`src/rtl/led_ctl_pkg.sv`:
```
package led_ctl_pkg;

  localparam int SEL_W  = 4;
  localparam int RATE_W = 2;
  localparam int TICK_W = 4;
  localparam int WORD_W = 16;

  typedef struct packed {
    logic       link_up;
    logic [1:0] speed;
    logic       pwr_down;
    logic       eee;
    logic       aneg;
    logic       selftest;
    logic       cablediag;
  } phy_stat_t;

  typedef struct packed {
    logic [SEL_W-1:0] on_sel;
    logic [SEL_W-1:0] fast_sel;
    logic [SEL_W-1:0] slow_sel;
    logic [SEL_W-1:0] pulse_mask;
  } lane_cfg_t;

  typedef enum logic [1:0] {ST_IDLE = 2'd0, ST_ON = 2'd1, ST_GAP = 2'd2} stretch_st_e;

  // Shared condition decoder for all three selector kinds.
  function automatic logic cond_hit(input logic [SEL_W-1:0] sel, input phy_stat_t s);
    logic hit;
    hit = 1'b0;
    if (sel >= 4'h1 && sel <= 4'h7) begin
      hit = s.link_up && (s.speed != 2'd3) && sel[s.speed];
    end else begin
      case (sel)
        4'h8:    hit = s.pwr_down;
        4'h9:    hit = s.eee;
        4'hA:    hit = s.aneg;
        4'hB:    hit = s.selftest;
        4'hC:    hit = s.cablediag;
        default: hit = 1'b0;
      endcase
    end
    return hit;
  endfunction

  function automatic logic [7:0] hi_reset(input int idx);
    case (idx)
      0:       return 8'h70;
      1:       return 8'h20;
      2:       return 8'h40;
      3:       return 8'h40;
      default: return 8'h00;
    endcase
  endfunction

  function automatic logic [7:0] lo_reset(input int idx);
    case (idx)
      0:       return 8'h03;
      3:       return 8'h20;
      default: return 8'h00;
    endcase
  endfunction

endpackage

```
`src/rtl/led_timebase.sv`:
```
module led_timebase #(
  parameter int CLK_HZ  = 25_000_000,
  parameter int TICK_HZ = 32
) (
  input  logic                           clk_i,
  input  logic                           rst_ni,
  output logic [led_ctl_pkg::TICK_W-1:0] wave_o
);
  import led_ctl_pkg::*;

  localparam int DIV   = (CLK_HZ / TICK_HZ) > 1 ? (CLK_HZ / TICK_HZ) : 1;
  localparam int PRE_W = DIV > 1 ? $clog2(DIV) : 1;
  localparam logic [PRE_W-1:0] PRE_LAST = PRE_W'(DIV - 1);

  logic [PRE_W-1:0]  pre_q, pre_d;
  logic [TICK_W-1:0] tick_q, tick_d;
  logic              tick_en;

  always_comb begin
    tick_en = (pre_q == PRE_LAST);
    pre_d   = tick_en ? '0 : pre_q + 1'b1;
    tick_d  = tick_q;
    if (tick_en) begin
      tick_d = tick_q + 1'b1;
    end
  end

  always_ff @(posedge clk_i or negedge rst_ni) begin
    if (!rst_ni) begin
      pre_q  <= '0;
      tick_q <= '0;
    end else begin
      pre_q <= pre_d;
      if (tick_en) begin
        tick_q <= tick_d;
      end
    end
  end

  // Rate code r picks tick bit (TICK_W-1-r): code 0 slowest.
  for (genvar r = 0; r < TICK_W; r++) begin : g_wave
    assign wave_o[r] = tick_q[TICK_W-1-r];
  end

  AST_WAVE_ON_TICK: assert property (@(posedge clk_i) disable iff (!rst_ni)
    !tick_en |=> $stable(wave_o));

endmodule

```
`src/rtl/led_cfg_regs.sv`:
```
module led_cfg_regs #(
  parameter int NUM_LEDS = 4,
  parameter int ADDR_W   = 4
) (
  input  logic                             clk_i,
  input  logic                             rst_ni,
  input  logic                             we_i,
  input  logic [ADDR_W-1:0]                addr_i,
  input  logic [led_ctl_pkg::WORD_W-1:0]   wdata_i,
  output logic [led_ctl_pkg::WORD_W-1:0]   rdata_o,
  output logic [led_ctl_pkg::RATE_W-1:0]   fast_rate_o,
  output logic [led_ctl_pkg::RATE_W-1:0]   slow_rate_o,
  output led_ctl_pkg::lane_cfg_t           cfg_o [NUM_LEDS]
);
  import led_ctl_pkg::*;

  localparam logic [7:0] GA_MASK  = 8'hF7;
  localparam logic [7:0] GB_MASK  = 8'h77;
  localparam logic [7:0] GA_RESET = 8'hC5;
  localparam logic [7:0] GB_RESET = 8'h67;

  logic [7:0] ga_q, ga_d, gb_q, gb_d;
  logic [NUM_LEDS-1:0][7:0] hi_q, hi_d, lo_q, lo_d;
  logic unused_wbits;

  assign unused_wbits = ^wdata_i[WORD_W-1:8];

  always_comb begin
    ga_d = ga_q;
    gb_d = gb_q;
    if (we_i && addr_i == ADDR_W'(0)) ga_d = wdata_i[7:0] & GA_MASK;
    if (we_i && addr_i == ADDR_W'(1)) gb_d = wdata_i[7:0] & GB_MASK;
  end

  always_ff @(posedge clk_i or negedge rst_ni) begin
    if (!rst_ni) begin
      ga_q <= GA_RESET;
      gb_q <= GB_RESET;
    end else begin
      ga_q <= ga_d;
      gb_q <= gb_d;
    end
  end

  for (genvar g = 0; g < NUM_LEDS; g++) begin : g_lane
    localparam logic [7:0] HI_RST = hi_reset(g);
    localparam logic [7:0] LO_RST = lo_reset(g);
    logic hi_we, lo_we;

    assign hi_we = we_i && (addr_i == ADDR_W'(2 + 2*g));
    assign lo_we = we_i && (addr_i == ADDR_W'(3 + 2*g));

    always_comb begin
      hi_d[g] = hi_we ? wdata_i[7:0] : hi_q[g];
      lo_d[g] = lo_we ? wdata_i[7:0] : lo_q[g];
    end

    always_ff @(posedge clk_i or negedge rst_ni) begin
      if (!rst_ni) begin
        hi_q[g] <= HI_RST;
        lo_q[g] <= LO_RST;
      end else begin
        if (hi_we) hi_q[g] <= hi_d[g];
        if (lo_we) lo_q[g] <= lo_d[g];
      end
    end

    always_comb begin
      cfg_o[g].on_sel     = hi_q[g][7:4];
      cfg_o[g].fast_sel   = hi_q[g][3:0];
      cfg_o[g].slow_sel   = lo_q[g][7:4];
      cfg_o[g].pulse_mask = lo_q[g][3:0];
    end
  end

  always_comb begin
    rdata_o = '0;
    if (addr_i == ADDR_W'(0)) rdata_o[7:0] = ga_q;
    if (addr_i == ADDR_W'(1)) rdata_o[7:0] = gb_q;
    for (int i = 0; i < NUM_LEDS; i++) begin
      if (addr_i == ADDR_W'(2 + 2*i)) rdata_o[7:0] = hi_q[i];
      if (addr_i == ADDR_W'(3 + 2*i)) rdata_o[7:0] = lo_q[i];
    end
  end

  assign fast_rate_o = ga_q[7:6];
  assign slow_rate_o = ga_q[5:4];

  AST_RAW_LED0: assert property (@(posedge clk_i) disable iff (!rst_ni)
    (we_i && addr_i == ADDR_W'(2)) |=> (addr_i != ADDR_W'(2)) || (rdata_o[7:0] == $past(wdata_i[7:0])));

  AST_CFG_HOLD: assert property (@(posedge clk_i) disable iff (!rst_ni)
    !we_i |=> ($stable(hi_q) && $stable(lo_q) && $stable(ga_q) && $stable(gb_q)));

endmodule

```
`src/rtl/led_pulse_stretch.sv`:
```
module led_pulse_stretch #(
  parameter int PULSE_CYC = 1
) (
  input  logic clk_i,
  input  logic rst_ni,
  input  logic evt_i,
  output logic on_o,
  output logic busy_o
);
  import led_ctl_pkg::*;

  localparam int CNT_W = PULSE_CYC > 1 ? $clog2(PULSE_CYC) : 1;
  localparam logic [CNT_W-1:0] CNT_LAST = CNT_W'(PULSE_CYC - 1);

  stretch_st_e      st_q, st_d;
  logic [CNT_W-1:0] cnt_q, cnt_d;

  always_comb begin
    st_d  = st_q;
    cnt_d = cnt_q;
    case (st_q)
      ST_IDLE: begin
        if (evt_i) begin
          st_d  = ST_ON;
          cnt_d = CNT_LAST;
        end
      end
      ST_ON: begin
        if (cnt_q == '0) begin
          st_d  = ST_GAP;
          cnt_d = CNT_LAST;
        end else begin
          cnt_d = cnt_q - 1'b1;
        end
      end
      ST_GAP: begin
        if (cnt_q == '0) st_d = ST_IDLE;
        else             cnt_d = cnt_q - 1'b1;
      end
      default: st_d = ST_IDLE;
    endcase
  end

  always_ff @(posedge clk_i or negedge rst_ni) begin
    if (!rst_ni) begin
      st_q  <= ST_IDLE;
      cnt_q <= '0;
    end else begin
      st_q  <= st_d;
      cnt_q <= cnt_d;
    end
  end

  assign on_o   = (st_q == ST_ON);
  assign busy_o = (st_q != ST_IDLE);

  AST_GAP_DEAF: assert property (@(posedge clk_i) disable iff (!rst_ni)
    (st_q == ST_GAP && cnt_q != '0) |=> (st_q == ST_GAP));

  AST_PULSE_CAUSE: assert property (@(posedge clk_i) disable iff (!rst_ni)
    $rose(on_o) |-> $past(evt_i));

endmodule

```
`src/rtl/led_lane.sv`:
```
module led_lane #(
  parameter int PULSE_CYC  = 1,
  parameter bit ACTIVE_LOW = 1'b0
) (
  input  logic                   clk_i,
  input  logic                   rst_ni,
  input  led_ctl_pkg::lane_cfg_t cfg_i,
  input  led_ctl_pkg::phy_stat_t stat_i,
  input  logic [2:0]             evt_i,
  input  logic                   fast_wave_i,
  input  logic                   slow_wave_i,
  output logic                   led_o
);
  import led_ctl_pkg::*;

  logic evt_sel, pulse_on, pulse_busy, lit;
  logic unused_rsvd;

  assign unused_rsvd = cfg_i.pulse_mask[3];
  assign evt_sel     = |(cfg_i.pulse_mask[2:0] & evt_i);

  led_pulse_stretch #(.PULSE_CYC(PULSE_CYC)) u_stretch (
    .clk_i  (clk_i),
    .rst_ni (rst_ni),
    .evt_i  (evt_sel),
    .on_o   (pulse_on),
    .busy_o (pulse_busy)
  );

  always_comb begin
    if (pulse_busy)                           lit = pulse_on;
    else if (cond_hit(cfg_i.fast_sel, stat_i)) lit = fast_wave_i;
    else if (cond_hit(cfg_i.slow_sel, stat_i)) lit = slow_wave_i;
    else                                       lit = cond_hit(cfg_i.on_sel, stat_i);
  end

  if (ACTIVE_LOW) begin : g_inv
    assign led_o = ~lit;
  end else begin : g_dir
    assign led_o = lit;
  end

  AST_MASK_RSVD: assert property (@(posedge clk_i) disable iff (!rst_ni)
    (!pulse_busy && ((cfg_i.pulse_mask[2:0] & evt_i) == 3'b000)) |=> !pulse_busy);

endmodule

```
`src/rtl/phy_led_ctrl.sv`:
```
module phy_led_ctrl #(
  parameter int NUM_LEDS   = 4,
  parameter int ADDR_W     = 4,
  parameter int CLK_HZ     = 25_000_000,
  parameter int PULSE_MS   = 40,
  parameter bit ACTIVE_LOW = 1'b0
) (
  input  logic                clk_i,
  input  logic                rst_ni,
  input  logic                reg_we_i,
  input  logic [ADDR_W-1:0]   reg_addr_i,
  input  logic [15:0]         reg_wdata_i,
  output logic [15:0]         reg_rdata_o,
  input  logic                link_up_i,
  input  logic [1:0]          link_speed_i,
  input  logic                pwr_down_i,
  input  logic                eee_i,
  input  logic                aneg_i,
  input  logic                selftest_i,
  input  logic                cablediag_i,
  input  logic                tx_act_i,
  input  logic                rx_act_i,
  input  logic                col_i,
  output logic [NUM_LEDS-1:0] led_o
);
  import led_ctl_pkg::*;

  localparam int PULSE_RAW = (CLK_HZ * PULSE_MS) / 1000;
  localparam int PULSE_CYC = PULSE_RAW > 1 ? PULSE_RAW : 1;

  logic [1:0]        sync_q;
  logic              rst_int_n;
  logic [TICK_W-1:0] wave;
  logic [RATE_W-1:0] fast_rate, slow_rate;
  logic              fast_wave, slow_wave;
  lane_cfg_t         cfg [NUM_LEDS];
  phy_stat_t         stat;
  logic [2:0]        evt;

  // Reset asserts at once, releases after two clock edges.
  always_ff @(posedge clk_i or negedge rst_ni) begin
    if (!rst_ni) sync_q <= 2'b00;
    else         sync_q <= {sync_q[0], 1'b1};
  end
  assign rst_int_n = sync_q[1];

  always_comb begin
    stat.link_up   = link_up_i;
    stat.speed     = link_speed_i;
    stat.pwr_down  = pwr_down_i;
    stat.eee       = eee_i;
    stat.aneg      = aneg_i;
    stat.selftest  = selftest_i;
    stat.cablediag = cablediag_i;
  end
  assign evt = {col_i, rx_act_i, tx_act_i};

  led_timebase #(.CLK_HZ(CLK_HZ), .TICK_HZ(32)) u_tb (
    .clk_i  (clk_i),
    .rst_ni (rst_int_n),
    .wave_o (wave)
  );

  led_cfg_regs #(.NUM_LEDS(NUM_LEDS), .ADDR_W(ADDR_W)) u_regs (
    .clk_i       (clk_i),
    .rst_ni      (rst_int_n),
    .we_i        (reg_we_i),
    .addr_i      (reg_addr_i),
    .wdata_i     (reg_wdata_i),
    .rdata_o     (reg_rdata_o),
    .fast_rate_o (fast_rate),
    .slow_rate_o (slow_rate),
    .cfg_o       (cfg)
  );

  assign fast_wave = wave[fast_rate];
  assign slow_wave = wave[slow_rate];

  for (genvar g = 0; g < NUM_LEDS; g++) begin : g_led
    led_lane #(.PULSE_CYC(PULSE_CYC), .ACTIVE_LOW(ACTIVE_LOW)) u_lane (
      .clk_i       (clk_i),
      .rst_ni      (rst_int_n),
      .cfg_i       (cfg[g]),
      .stat_i      (stat),
      .evt_i       (evt),
      .fast_wave_i (fast_wave),
      .slow_wave_i (slow_wave),
      .led_o       (led_o[g])
    );
  end

endmodule

```
`config.mk`:
```
export PLATFORM = sky130hd
export DESIGN_NAME = phy_led_ctrl
export DESIGN_NICKNAME = d
export VERILOG_FILES = /design/src/rtl/led_ctl_pkg.sv /design/src/rtl/led_timebase.sv /design/src/rtl/led_cfg_regs.sv /design/src/rtl/led_pulse_stretch.sv /design/src/rtl/led_lane.sv /design/src/rtl/phy_led_ctrl.sv
export SDC_FILE = /design/constraint.sdc
export NUM_CORES = 1
export LEC_CHECK = 0
export BUFFER_PORTS_ARGS = -buffer_cell sky130_fd_sc_hd__buf_2
export CAP_MARGIN = 20
export CORE_UTILIZATION = 51
export CTS_BUF_LIST = sky130_fd_sc_hd__clkbuf_8
export DETAILED_ROUTE_END_ITERATION = 8
export HOLD_SLACK_MARGIN = 0.12
export PLACE_DENSITY = 0.81
export SLEW_MARGIN = 20
export SYNTH_ARGS = -nofsm -noshare
export SYNTH_HDL_FRONTEND = slang
export SYNTH_SLANG_ARGS = --single-unit
```
`constraint.sdc`:
```
create_clock -name clk_i -period 5.8 [get_ports clk_i]
set_clock_uncertainty 0.2 [all_clocks]
set_input_delay 1.16 -clock clk_i [delete_from_list [all_inputs] [get_ports clk_i]]
set_output_delay 1.16 -clock clk_i [all_outputs]
set_load 0.05 [all_outputs]
```
Yosys cells after proc, flatten, opt, wreduce, memory -nomap -nowiden
Index checks and enable logic that the tools add are counted.

Add/subtract/negate cells: 6. Magnitude comparators: 27. Equal/unequal tests: 95. Mux-type cells: 119. Bitwise operators: 4. Reductions and logical operators: 64.

Operators with widths (number): two-way mux 20 bit (13); equality test 4 bit (second input constant) (62); one-hot mux 20 bit (3 select lines) (4); zero test 20 bit (4); two-way mux 8 bit (10); subtractor 20 x 1 -> 20 bit (second input constant) (4); one-hot mux 1 bit (5 select lines) (12); two-way mux 1 bit (50); greater-or-equal comparator 4 x 1 -> 1 bit (second input constant) (12); less-or-equal comparator 4 x 3 -> 1 bit (second input constant) (12); logical AND 1 bit (35); binary-select mux 1 bit (select 2 bit) (14); inequality test 2 bit (second input constant) (13); two-way mux 2 bit (12); one-hot mux 2 bit (3 select lines) (4); AND reduction 3 bit (8); adder 20 x 1 -> 20 bit (second input constant) (1); equality test 20 bit (second input constant) (1); equality test 4 x 3 -> 1 bit (second input constant) (4); AND 3 bit (4); nonzero test 3 bit (4); OR reduction 3 bit (4); less-than comparator 2 x 3 -> 1 bit (second input constant) (3); equality test 2 x 1 -> 1 bit (second input constant) (4); 8 further kinds (21).

Flip-flop bits (word level): 191. Input port bits: 34. Output and inout port bits: 20. Logic and storage cells: 336.

Depth between registers and ports, before layout
Depth in word-level cells: 11. Gate-level depth with buffers: 10. Mapped depth without buffers: 8.

Cells and area by module
A second synthesis with hierarchy kept.

Cells, all modules: 1225. Area, all modules: 12071.6 µm².

Modules (own cells, without submodules): led_pulse_stretch (times used 4, cells an instance 169, area an instance 1460.2 µm², seq. area each 550.5 µm²); led_cfg_regs (times used 1, cells an instance 295, area an instance 3818.7 µm², seq. area each 1949.4 µm²); led_timebase (times used 1, cells an instance 113, area an instance 1167.4 µm², seq. area each 600.6 µm²); led_lane (times used 4, cells an instance 34, area an instance 286.5 µm², seq. area each 0.0 µm²); phy_led_ctrl (times used 1, cells an instance 5, area an instance 98.8 µm², seq. area each 50.0 µm²).

Least setup slack after synthesis
Ideal clock, no wire load.

Path type: in2out. Start point: input port reg_addr_i[2]. End point: output port reg_rdata_o[4]. Arrival: 3.341 ns. Required time: 4.440 ns. Slack: 1.099 ns. Cell stages on the path: 7. Buffers on the path: 3. Cells stage by stage: clkbuf_1 -> clkbuf_1 -> clkbuf_1 -> nand2_1 -> a21oi_1 -> a211oi_1 -> o21ai_0.

Longest elaborated chain between the ends: 11. Elaborated cells between the ends (all ways): 20. Those cells by class: 9 x eq/ne; 10 x mux; 1 x reduce/logical.

RTL lines: start: declaration (line phy_led_ctrl.sv:11) `input logic [ADDR_W-1:0] reg_addr_i,`; zero test 4 bit (line led_cfg_regs.sv:78) `if (addr_i == ADDR_W'(0)) rdata_o[7:0] = ga_q;`; two-way mux 8 bit (line led_cfg_regs.sv:78); two-way mux 8 bit (line led_cfg_regs.sv:79) `if (addr_i == ADDR_W'(1)) rdata_o[7:0] = gb_q;`; two-way mux 8 bit (line led_cfg_regs.sv:81) `if (addr_i == ADDR_W'(2 + 2*i)) rdata_o[7:0] = hi_q[i];`; two-way mux 8 bit (line led_cfg_regs.sv:82) `if (addr_i == ADDR_W'(3 + 2*i)) rdata_o[7:0] = lo_q[i];`; two-way mux 8 bit (line led_cfg_regs.sv:81); two-way mux 8 bit (line led_cfg_regs.sv:82); two-way mux 8 bit (line led_cfg_regs.sv:81); two-way mux 8 bit (line led_cfg_regs.sv:82); two-way mux 8 bit (line led_cfg_regs.sv:81); two-way mux 8 bit (*) (line led_cfg_regs.sv:82); end: declaration (line phy_led_ctrl.sv:13) `output logic [15:0] reg_rdata_o,`.

Mark *: on every way between the ends. The rest lies on a longest branch, timed or not.

Worst setup path after layout
Start point: input port link_speed_i[1]. End point: output port led_o[2].

Longest elaborated chain between the ends: 9. Elaborated cells between the ends (all ways): 20. Those cells by class: 1 x eq/ne; 15 x mux; 4 x reduce/logical.

RTL lines: start: declaration (line phy_led_ctrl.sv:15) `input logic [1:0] link_speed_i,`; binary-select mux 1 bit (select 2 bit) or inequality test 2 bit (tied branches) (line led_ctl_pkg.sv:32) `hit = s.link_up && (s.speed != 2'd3) && sel[s.speed];`; two-way mux 1 bit (not written as such) or logical AND 1 bit (tied branches) (line led_ctl_pkg.sv:32); logical AND 1 bit (line led_ctl_pkg.sv:32); two-way mux 1 bit (line led_ctl_pkg.sv:31) `if (sel >= 4'h1 && sel <= 4'h7) begin`; two-way mux 1 bit (line led_lane.sv:32) `else if (cond_hit(cfg_i.fast_sel, stat_i)) lit = fast_wave_i;`; two-way mux 1 bit (line led_lane.sv:31) `if (pulse_busy) lit = pulse_on;`; two-way mux 1 bit (line led_lane.sv:33) `else if (cond_hit(cfg_i.slow_sel, stat_i)) lit = slow_wave_i;`; two-way mux 1 bit (*) (line led_lane.sv:32); two-way mux 1 bit (*) (line led_lane.sv:31); end: declaration (line phy_led_ctrl.sv:24) `output logic [NUM_LEDS-1:0] led_o`.

Mark *: on every way between the ends. The rest lies on a longest branch, timed or not. The select of a mux whose other input is x is not followed.

==> impl_metrics.ini <==
[logic_synthesis]
synthMuxAreaShare_pct = 12.53
ys_seq_area_share_pct = 42.03
avgSynthCellArea_um2 = 9.505
async_flop_share_pct = 100.0
yosys.area_share.adder_pct = 3.286
synth_area_mm2 = 0.01142
synth-main-ff-cell = dfrtp_1
synth_compound_area_share_pct = 17.48
synth_cell_type_count = 72
synth_xor_area_share_pct = 3.526
synthCells = 1202
ys_ff_latch = 191
synth_warnings = 0
synth-simple-area-share_pct = 16.85
synth_top_family_by_area = compound AO/OA/AOI/OAI gates
synth_edf_count = 0

[layout]
finalInstanceArea_mm2 = 0.01213
area_delta_synth_final_pct = 6.133
final_cells = 1503
diodes = 0
drive_above_1_share_pct = 15.86
utilization_pct = 55.39
final_common_cell = dfrtp_1
final_cell_mix = dfrtp_1 (172), nor2_1 (116), mux2_2 (82)
layout.nets = 1274
fill_cells = 1922

[worst_setup_path]
worstPathRequired_ps = 4440
crit_chain = buf_2 > nor2b_1 > buf_4 > a21oi_1 > o32ai_1 > mux2i_1 > o21ai_0 > buf_2
critPathKind = input pin to output port
startpoint_type = input pin
crit_family = buffers and inverters
critical-path-slowest-cell = nor2b_1
crit_top_cell = buf_2
end_kind = output port
crit_arrival_ps = 3400
cpPeakStageDelay_ps = 500
critPathBufInv = 3
worstRegToRegCells = 6
crit_fanout = 13
cp.depth = 8

[sta]
worst_pin_slew_ps = 1057
holdWs_ps = 161.3
rsz0062_at_grt = no
max_freq_mhz = 210.0
setup_viol = 0
fin_crit_ps = 4761
hold_violations = 0
fin_ws_ps = 1039
setup-tns-final_ps = 0
finalCritPeriodShare_pct = 82.09
slew_headroom_pct = 29.09
slew_violations = 0

[floorplanning]
core_mm2 = 0.02189
rows = 54
fp.dieArea_mm2 = 0.02300
die_h_um = 151.7
initial_utilization_pct = 52.19
die_w_um = 151.7
ios = 54

[cts]
ctsHoldBuffers = 0
cts_made_buffers = 17
clock_latency_ps = 480
htreeDepth = 4
clkTransAtPathRegs_ps = 90
cts_num_sinks = 191
cts_buffer_depth = 2
clockRootBuffer = clkbuf_8
postCtsSetupRepairBufs = 0
cts.repair.resized = 0
cts_tree = built

[power]
power_mw = 4.835
p_comb_share_pct = 41.0
ir_drop_v = 0.0002388
switching_power_mw = 2.006
powerDensity_mw_per_mm2 = 398.7
seqPwrFrac_pct = 42.3
p_int_mw = 2.828
swShare_pct = 41.50
p_leak_nw = 5.126
clkPwrFrac_pct = 16.8

[drt]
route.detailed.drc = 0
drt_wl_total_mm = 26.93
viasPerCell = 6.200
post_drt_wl_per_cell_um = 17.92
drt_iter0_markers = 557
vias = 9318
dr.pass1.iters = 5
ant_nets = 0

[grt]
grt_start_max_net_pins = 69
grt_pass1_wl_mm = 44.69
grt_pass1_vias = 9175
grt_use_total_pct = 24.74
antenna_found_initial = 1
grt.overflow.total = 0

[placed_design]
place_area_mm2 = 0.01175
dp_hpwl_mm = 18.60
dp.cells = 1470
pre_cts_ws_ps = 1129
port_buffers = 37
gp_congestion = 0.9303

[job]
drv_cap = 0

[worst_hold_path]
hold_class = flip-flop to flip-flop
holdPathStages = 0

[run_status]
status = finished, final reports clean
path summary, 6_finish.rpt:
path | start | to | slack [ps]
hold / removal | sync_q[0]$_DFF_PN0_ | sync_q[1]$_DFF_PN0_ | 160
max in group asynchronous | sync_q[1]$_DFF_PN0_ | u_regs.cfg_o[36]$_DFFE_PN0P_ | 3770
setup reg to reg | g_led[1].u_lane.u_stretch.cnt_q[9]$_DFFE_PN0P_ | g_led[1].u_lane.u_stretch.cnt_q[11]$_DFFE_PN0P_ | 2550
setup / recovery | link_speed_i[1] | led_o[2] | 1040
hold reg to reg | sync_q[0]$_DFF_PN0_ | sync_q[1]$_DFF_PN0_ | 160
min in group asynchronous | sync_q[1]$_DFF_PN0_ | g_led[2].u_lane.u_stretch.cnt_q[0]$_DFFE_PN0P_ | 230
power by group through the flow:
stage | clock (mW) | sequential (mW) | combinational, mW
floorplan | 0 | 1.95 | 1.61
global placement | 0 | 2.04 | 1.87
detailed placement | 0 | 2.05 | 1.95
CTS | 0.830 | 2.03 | 1.96
global route | 0.880 | 2.09 | 2.20
finish | 0.811 | 2.04 | 1.98
metal layers:
layer | GRT usage, % | vias to the layer above | wire (µm) | part of all wire (%)
met4 | 10.05 | 2 | 739 | 2.7
met1 | 32.02 | 4534 | 11710 | 43
met3 | 4.701 | 74 | 1747 | 6.5
met5 | 0 | - | 13 | 0.048
met2 | 40.66 | 340 | 12730 | 47
li1 | - | 4368 | - | -
synthesized netlist by cell type (all sizes together), types with 17 or more instances:
cell type	number	area share, %
nor2	116	3.8
nand2	80	2.6
a21oi	77	3.4
clkbuf	39	1.3
o22a	23	1.8
nand2b	17	0.93
a31oi	22	1.2
mux2i	44	3.9
nor4	23	1.3
ha	30	3.3
inv	49	1.6
dfstp	18	4.1
buf	24	1.3
mux2	82	8.1
nor3	40	1.8
o21ai	72	3.2
xnor2	30	2.3
dfrtp	173	38
nand3	25	1.1
sequential cells by signal (all words and copies together), names as in the netlist:
name,count
u_regs.cfg_o,64
sync_q,2
g_led.u_lane.u_stretch.cnt_q,80
u_tb.pre_q,20
u_regs.ga_q,7
g_led.u_lane.u_stretch.st_q,8
u_tb.tick_q,4
u_regs.gb_q,6
area by class of cell:
cell class                      count  area, µm²  area share, %
Timing Repair Buffer               45      249.0          2.053
Clock inverter                     13      91.34         0.7533
Clock buffer                       19      261.5          2.157
Multi-Input combinational cell    906       6183          51.00
Inverter                           49      183.9          1.517
Tap cell                          280      350.3          2.889
Sequential cell                   191       4806          39.63
worst register-to-register path, cell delays in order, from the launching register on:
cell     delay [ps]
dfrtp_1         430
or3_4           420
or4_1           690
o31ai_2         940
nor4_1          150
xnor2_1         210
nor2_1           60
cells by family after synthesis:
| kind of cell | after synthesis |
|---|---|
| other | 2 |
| XOR/XNOR | 46 |
| flip-flops | 191 |
| AO/OA/AOI/OAI | 305 |
| buffers and inverters | 112 |
| adder cells (fa/ha/maj) | 30 |
| multiplexers | 129 |
| AND/OR/NAND/NOR | 387 |
Power figures use the tool's default switching activity.
